**config.mk**
```make
export PLATFORM = sky130hd
export DESIGN_NAME = alarm_matcher
export DESIGN_NICKNAME = d
export VERILOG_FILES = /design/src/rtl/alarm_pkg.sv /design/src/rtl/alarm_hour_fold.sv /design/src/rtl/alarm_store.sv /design/src/rtl/alarm_match.sv /design/src/rtl/alarm_matcher.sv
export SDC_FILE = /design/constraint.sdc
export NUM_CORES = 1
export LEC_CHECK = 0
export ABC_AREA = 1
export CORE_MARGIN = 8
export CORE_UTILIZATION = 42
export CTS_CLUSTER_DIAMETER = 200
export DETAILED_ROUTE_END_ITERATION = 10
export PLACE_DENSITY = 0.8
export SETUP_SLACK_MARGIN = 0.5
export SYNTH_ARGS = -nofsm -noshare
export SYNTH_HDL_FRONTEND = slang
export SYNTH_HIERARCHICAL = 1
export SYNTH_SLANG_ARGS = --single-unit
```
**constraint.sdc**
```tcl
create_clock -name clk -period 1.4 [get_ports clk]
set_clock_uncertainty 0.15 [all_clocks]
set_input_delay 0.28 -clock clk [delete_from_list [all_inputs] [get_ports clk]]
set_output_delay 0.28 -clock clk [all_outputs]
set_load 0.01 [all_outputs]
```
**src/rtl/alarm_pkg.sv**
```systemverilog
package alarm_pkg;
  parameter int HOUR_W     = 5;
  parameter int MIN_W      = 6;
  parameter int HOURS_FULL = 24;
  parameter int HOURS_HALF = 12;
  parameter int MINUTES    = 60;
  typedef logic [HOUR_W-1:0] hour_t;
  typedef logic [MIN_W-1:0]  min_t;
endpackage

```
**src/rtl/alarm_hour_fold.sv**
```systemverilog
module alarm_hour_fold
  import alarm_pkg::*;
(
  input  hour_t hour_in,
  input  logic  fold,
  output hour_t hour_out
);
  localparam hour_t HALF_V = hour_t'(HOURS_HALF);

  always_comb begin
    if (fold && hour_in >= HALF_V) hour_out = hour_in - HALF_V;
    else                           hour_out = hour_in;
  end
endmodule

```
**src/rtl/alarm_store.sv**
```systemverilog
module alarm_store
  import alarm_pkg::*;
(
  input  logic  clk,
  input  logic  rst,
  input  logic  fmt24,
  input  logic  alm_edit,
  input  logic  sel_hour,
  input  logic  sel_min,
  input  logic  bump,
  output hour_t alm_hour,
  output min_t  alm_min
);
  localparam hour_t FULL_TOP = hour_t'(HOURS_FULL - 1);
  localparam hour_t HALF_TOP = hour_t'(HOURS_HALF - 1);
  localparam min_t  MIN_TOP  = min_t'(MINUTES - 1);

  hour_t hour_top;
  logic  step;

  assign hour_top = fmt24 ? FULL_TOP : HALF_TOP;
  assign step     = alm_edit && bump;

  always_ff @(posedge clk) begin
    if (rst) begin
      alm_hour <= '0;
      alm_min  <= '0;
    end else if (step) begin
      if (sel_hour) begin
        alm_hour <= (alm_hour >= hour_top) ? '0 : alm_hour + 1'b1;
      end else if (sel_min) begin
        alm_min  <= (alm_min >= MIN_TOP) ? '0 : alm_min + 1'b1;
      end
    end
  end

  logic armed;
  always_ff @(posedge clk) armed <= !rst;

  assert_min_range_R3: assert property (@(posedge clk) disable iff (rst)
    alm_min <= MIN_TOP);
  assert_hour_range_R2: assert property (@(posedge clk) disable iff (rst)
    alm_hour <= FULL_TOP);
  assert_min_wrap_R3: assert property (@(posedge clk) disable iff (rst)
    (alm_edit && bump && sel_min && !sel_hour && alm_min == MIN_TOP) |=> alm_min == '0);
  assert_hold_idle_R5: assert property (@(posedge clk) disable iff (rst || !armed)
    !$past(alm_edit) |-> ($stable(alm_hour) && $stable(alm_min)));
  assert_hour_first_R4: assert property (@(posedge clk) disable iff (rst || !armed)
    $past(sel_hour) |-> $stable(alm_min));
endmodule

```
**src/rtl/alarm_match.sv**
```systemverilog
module alarm_match
  import alarm_pkg::*;
(
  input  logic  clk,
  input  logic  rst,
  input  logic  tick,
  input  logic  fmt24,
  input  logic  alm_edit,
  input  hour_t clk_hour,
  input  min_t  clk_min,
  input  min_t  clk_sec,
  input  hour_t alm_hour,
  input  min_t  alm_min,
  output logic  alm_fire
);
  hour_t folded [2];
  hour_t raw    [2];

  assign raw[0] = clk_hour;
  assign raw[1] = alm_hour;

  for (genvar g = 0; g < 2; g++) begin : g_fold
    alarm_hour_fold u_fold (
      .hour_in  (raw[g]),
      .fold     (!fmt24),
      .hour_out (folded[g])
    );
  end

  logic agree;
  assign agree = (folded[0] == folded[1]) && (clk_min == alm_min) && (clk_sec == '0);

  always_ff @(posedge clk) begin
    if (rst) alm_fire <= 1'b0;
    else     alm_fire <= tick && !alm_edit && agree;
  end

  assert_fire_after_tick_R6: assert property (@(posedge clk) disable iff (rst)
    alm_fire |-> $past(tick));
  assert_fire_single_R6: assert property (@(posedge clk) disable iff (rst)
    alm_fire |=> !alm_fire);
  assert_quiet_in_edit_R9: assert property (@(posedge clk) disable iff (rst)
    alm_fire |-> !$past(alm_edit));
endmodule

```
**src/rtl/alarm_matcher.sv**
```systemverilog
module alarm_matcher
  import alarm_pkg::*;
(
  input  logic              clk,
  input  logic              rst,
  input  logic              tick,
  input  logic [HOUR_W-1:0] clk_hour,
  input  logic [MIN_W-1:0]  clk_min,
  input  logic [MIN_W-1:0]  clk_sec,
  input  logic              fmt24,
  input  logic              alm_edit,
  input  logic              sel_hour,
  input  logic              sel_min,
  input  logic              bump,
  output logic [HOUR_W-1:0] alm_hour,
  output logic [MIN_W-1:0]  alm_min,
  output logic              alm_fire
);
  alarm_store u_store (
    .clk      (clk),
    .rst      (rst),
    .fmt24    (fmt24),
    .alm_edit (alm_edit),
    .sel_hour (sel_hour),
    .sel_min  (sel_min),
    .bump     (bump),
    .alm_hour (alm_hour),
    .alm_min  (alm_min)
  );

  alarm_match u_match (
    .clk      (clk),
    .rst      (rst),
    .tick     (tick),
    .fmt24    (fmt24),
    .alm_edit (alm_edit),
    .clk_hour (clk_hour),
    .clk_min  (clk_min),
    .clk_sec  (clk_sec),
    .alm_hour (alm_hour),
    .alm_min  (alm_min),
    .alm_fire (alm_fire)
  );

  assert_reset_clear_R1: assert property (@(posedge clk)
    $past(rst) |-> (alm_hour == '0 && alm_min == '0 && !alm_fire));
endmodule

```
==> Word level (Yosys, flattened, before mapping) <==
Index checks and enable logic that the tools add are counted.
{ "totals": {"output_inout_bits": 12, "ff_bits": 12, "input_bits": 25, "elab_cells": 31} }
{ "op_classes": {"reduce_logical": 12, "addsub": 4, "n_eq_ne": 2, "n_mux": 5, "bitwise_logic": 1, "n_lt_le_gt_ge": 4} }
{ "ops": {"columns": ["operator", "count"], "rows": [
  ["5-bit 2-to-1 mux", 4],
  ["5-bit by 4-bit >= comparator with 1-bit output, second input constant", 2],
  ["5-bit by 4-bit subtractor with 5-bit output, second input constant", 2],
  ["1-bit logical AND", 7],
  ["6-bit by 1-bit adder with 6-bit output, second input constant", 1],
  ["6-bit == test", 1],
  ["6-bit >= comparator, second input constant", 1],
  ["6-bit zero test", 1],
  ["6-bit 2-to-1 mux", 1],
  ["5-bit by 1-bit adder with 5-bit output, second input constant", 1],
  ["5-bit == test", 1],
  ["5-bit >= comparator", 1],
  ["3-bit AND reduction", 1],
  ["1-bit zero test", 2],
  ["2-bit AND reduction", 1],
  ["1-bit NOT", 1]
]} }

==> Logic depth before layout (Yosys ltp) <==
{ "depth": {"word_depth": 7, "mapped_depth": 14, "depth_no_buf": 14} }

==> Cells and area by module <==
Netlist, hierarchy kept.
{ "by_module_without_submodules": {"columns": ["module", "n_inst", "seq_area_each_um2", "cells_each", "area_per_inst_um2"], "rows": [
  ["alarm_store", 1, 220.2, 96, 654.4],
  ["alarm_match", 1, 20.0, 76, 306.5],
  ["alarm_hour_fold", 2, 0.0, 21, 115.1]
]} }

==> Worst setup path before layout <==
OpenSTA, ideal clock, no wires.
{ "synth_path": {"kind": "register to register", "start": "register u_store.alm_hour[2]", "end": "register u_match.alm_fire", "path_buffers": 0, "path_stages_with_launch": 14, "arrival_ns": 1.409, "path_slack_ns": -0.223, "setup_ns": 0.064, "synth_period_minus_slack_ns": 1.623, "required_ns": 1.186, "cell_sequence": "dfxtp_1 -> ha_1 -> nand2_1 -> nand2_2 -> nand2_2 -> nand2_1 -> nand2_1 -> nand2_1 -> nand2_1 -> inv_1 -> nand2_1 -> nor2_1 -> nand2_1 -> nor2_1"} }
{ "synth_rtl": {"columns": ["element", "line_no", "source"], "rows": [
  ["start: declaration", "alarm_store.sv:11", "output hour_t alm_hour,"],
  ["start signal: assignment", "alarm_store.sv:30", "alm_hour <= (alm_hour >= hour_top) ? '0 : alm_hour + 1'b1;"],
  ["end signal: assignment", "alarm_match.sv:35", "else alm_fire <= tick && !alm_edit && agree;"],
  ["end: declaration", "alarm_match.sv:14", "output logic alm_fire"]
]} }

==> Final worst setup path <==
{ "layout_path": {"start": "register u_store.alm_hour[2]", "end": "register u_store.alm_hour[0]"} }
{ "layout_between": {"elab_chain_len": 2} }
{ "layout_rtl": {"columns": ["element", "line_no"], "rows": [
  ["5-bit >= comparator", "alarm_store.sv:30"],
  ["5-bit 2-to-1 mux", "alarm_store.sv:30"]
]} }
No other way between the ends.
A chain may end at the register's enable or synchronous reset.

==> results.json <==
{
  "status": "complete, but fails checks",
  "violations": "negative setup slack",
  "critical_path_peak_fanout": 5,
  "ys_seq_area_frac": 0.2017,
  "setup_viol": 8,
  "wl_mm": 3.886,
  "hpwl_mm": 2.532,
  "reg2reg_to": "u_store/alm_hour[0]",
  "combPwrFrac": 0.318,
  "pwr-share-clk": 0.277,
  "gp_congestion": 0.8381,
  "cp_top_family": "simple AND/OR/NAND/NOR gates",
  "via_count": 1527,
  "firstDrtPassIters": 4,
  "grt_pass1_wl_mm": 6.092,
  "vias_per_cell": 4.802,
  "worstSetupStartpoint": "u_store/alm_hour[2]",
  "crit_buf_inv": 1,
  "clock_path_buffers": 2,
  "ys_warn_count": 6,
  "p_int_mw": 0.5843,
  "fp.dieArea_mm2": 0.004796,
  "die_y_um": 69.26,
  "ant_nets": 0,
  "die_x_um": 69.26,
  "rsz0062_at_grt": "true",
  "finalMaxSlewViolations": 0,
  "antenna_cells": 0,
  "syn2layout_area_growth_pct": 74.37,
  "place_inst": 292,
  "routedWlPerCell_um": 12.22,
  "syn-cell-area_mm2": 0.001191,
  "start_kind": "register",
  "numCtsBuffers": 3,
  "hold_viol_final": 0,
  "fin_crit_ns": 1.581,
  "synthFlopType": "dfxtp_1",
  "grt_remaining_overflow": 0,
  "ys_top_cells_by_area": "nand2_1 22%, dfxtp_1 20%, inv_1 14%, nor2_1 10%, ha_1 7.4%",
  "grt_max_degree": 13,
  "regToRegSetupSlack_ns": -0.18,
  "crit_path_end": "u_store/alm_hour[0]",
  "crit_path_cell_trace": "buf_4 -> ha_1 -> nor2_1 -> nor2_1 -> nand2_1 -> nand2_1 -> nand2_1 -> nand2_2 -> nor2_1",
  "cts_tree": "done",
  "power.density_mw_per_mm2": 401.5,
  "min_path_type": "in -> reg",
  "fin_ws_ns": -0.1810,
  "pwr-share-seq": 0.405,
  "peakVddDrop_uv": 368.3,
  "synth_seq_cells": 12,
  "worstSetupPathType": "reg -> reg",
  "yosysMostFrequentCell": "nand2_1",
  "crit_cells": 9,
  "p_leak_nw": 1.059,
  "worstRegToRegCells": 9,
  "synthDistinctLibCells": 20,
  "syn_nets": 246,
  "power.switching_mw": 0.2496,
  "worst_path_max_delay_cell": "dfxtp_4",
  "yosysTopAreaCellShare": 0.2206,
  "ys_top_cells_by_count": "70 x nand2_1, 45 x inv_1, 32 x nor2_1",
  "grt_pass1_vias": 1446,
  "rows": 19,
  "synth-edff-count": 0,
  "worstSkewPairLatency_ns": 0.28,
  "fin_crit_sh": 1.129,
  "maxCapViolCount": 0,
  "slew_headroom": 0.8517,
  "core_mm2": 0.002734,
  "reg2reg_from": "u_store/alm_hour[2]",
  "final_layout_size_suffix_gt1_frac": 0.3659,
  "end_kind": "register",
  "required_ns": 1.42,
  "path_clk_slew_ns": 0.08,
  "drc": 0,
  "fin_setup_tns_ns": -1.079,
  "grt.total_usage": 0.1464,
  "clockRootBuffer": "clkbuf_4",
  "cp.arrival_ns": 1.60,
  "switching_share": 0.2993,
  "async_reset_ff_frac": 0,
  "nets": 320,
  "stdcell_count": 318,
  "initial_core_util": 0.4357,
  "synth_top_area_cell": "nand2_1",
  "clock-sinks": 12,
  "utilization": 0.7597,
  "io_pins": 37,
  "place_ws_ns": -0.5755,
  "antenna_found_initial": 0,
  "post_synth.cell_area_avg_um2": 5.566,
  "port_buffers": 36,
  "drt_iter0_drc": 67,
  "cp_slowest_stage_delay_ns": 0.37,
  "fmax_mhz": 632.5,
  "htree_levels": 1,
  "tightest_slew_ns": 0.2201,
  "netlist_instances": 214
}
[final cells by class]
cell class | instances | area, um2
fillers | 190 | 656.9
flip-flops and latches | 12 | 271.5
well taps | 31 | 38.79
multi-input cells | 151 | 897.1
repair buffers | 73 | 664.4
clock buffers | 4 | 26.28
inverters | 47 | 178.9
[how the worst min path moves through the flow]
stage                       startpoint            endpoint  slack [ns]  depth (start not counted)
finish                         sel_min  u_store/alm_min[1]        0.40                          5
global route                   sel_min  u_store/alm_min[1]        0.42                          5
CTS                            sel_min  u_store/alm_min[1]        0.39                          5
detailed placement  u_store/alm_min[1]  u_store/alm_min[1]        0.36                          2
global placement    u_store/alm_min[1]  u_store/alm_min[1]        0.36                          2
floorplan                          rst  u_store/alm_min[1]        0.19                          1
[cells in the final DEF, fill, tap and decap left out, types with 2 or more instances in the layout]
cell / netlist / routed
a21oi_2: 2 / 3
buf_4: 4 / 29
nor2_1: 32 / 25
nand2_2: 6 / 15
a21o_1: 2 / 2
o21ai_0: 5 / 4
clkbuf_4: 0 / 3
dfxtp_2: 0 / 4
buf_6: 0 / 19
xor2_1: 3 / 3
nand2_4: 0 / 2
nor2_2: 0 / 6
dlygate4sd2_1: 0 / 10
nor2_4: 1 / 2
clkdlybuf4s50_1: 0 / 14
nand2_1: 70 / 59
inv_2: 2 / 3
inv_1: 45 / 43
nand3_1: 15 / 14
dfxtp_4: 0 / 7
ha_4: 0 / 5
[state kept, by name (all words and copies together) (netlist names)]
signal,flops
u_match/alm_fire,1
u_store/alm_min,6
u_store/alm_hour,5
[tightest hold or removal path: cells and delay by family]
family | cells | cell delay, ns
compound gates | 1 | 0.05
simple gates | 3 | 0.21
buf+inv | 1 | 0.25
[power groups by stage]
stage / combinational, mW / sequential, mW / clock, mW
CTS: 0.243 / 0.339 / 0.232
finish: 0.265 / 0.338 / 0.231
global route: 0.292 / 0.338 / 0.252
floorplan: 0.108 / 0.353 / 0
global placement: 0.213 / 0.353 / 0
detailed placement: 0.218 / 0.353 / 0
[cell families (layout without fill, tap and decap cells)]
family	after synthesis	count (layout)	synth area share
buf+inv	51	124	0.1733
simple gates	126	126	0.4475
fa+ha+maj	7	7	0.07353
compound gates	14	14	0.07458
flops	12	12	0.2017
xor+xnor	4	4	0.02942
[metrics by stage]
stage	total power [mW]	hold WS [ns]	instance area, um2
2_1_floorplan	0.4610	0.1894	1241
3_3_place_gp	0.5660	0.3578	1723
3_5_place_dp	0.5713	0.3589	1723
4_1_cts	0.8141	0.3918	1957
5_1_grt	0.8822	0.4153	2077
6_report	0.8339	0.3999	2077
[metal layers]
| layer | GRT usage | up-vias | wire (um) |
|---|---|---|---|
| li1 | - | 785 | - |
| met4 | 0.06150 | 0 | 65 |
| met3 | 0.02861 | 6 | 191 |
| met5 | 0 | - | 0 |
| met2 | 0.2561 | 44 | 1916 |
| met1 | 0.1674 | 692 | 1713 |
[repair_timing]
item | in CTS | in global routing
pin swaps | 23 | 17
endpoints found under the setup margin | 24 | 24
hold buffers | 0 | 0
resized for setup | 97 | 19
setup buffers | 15 | 7
Note: power is estimated with default switching activity, not from simulation.
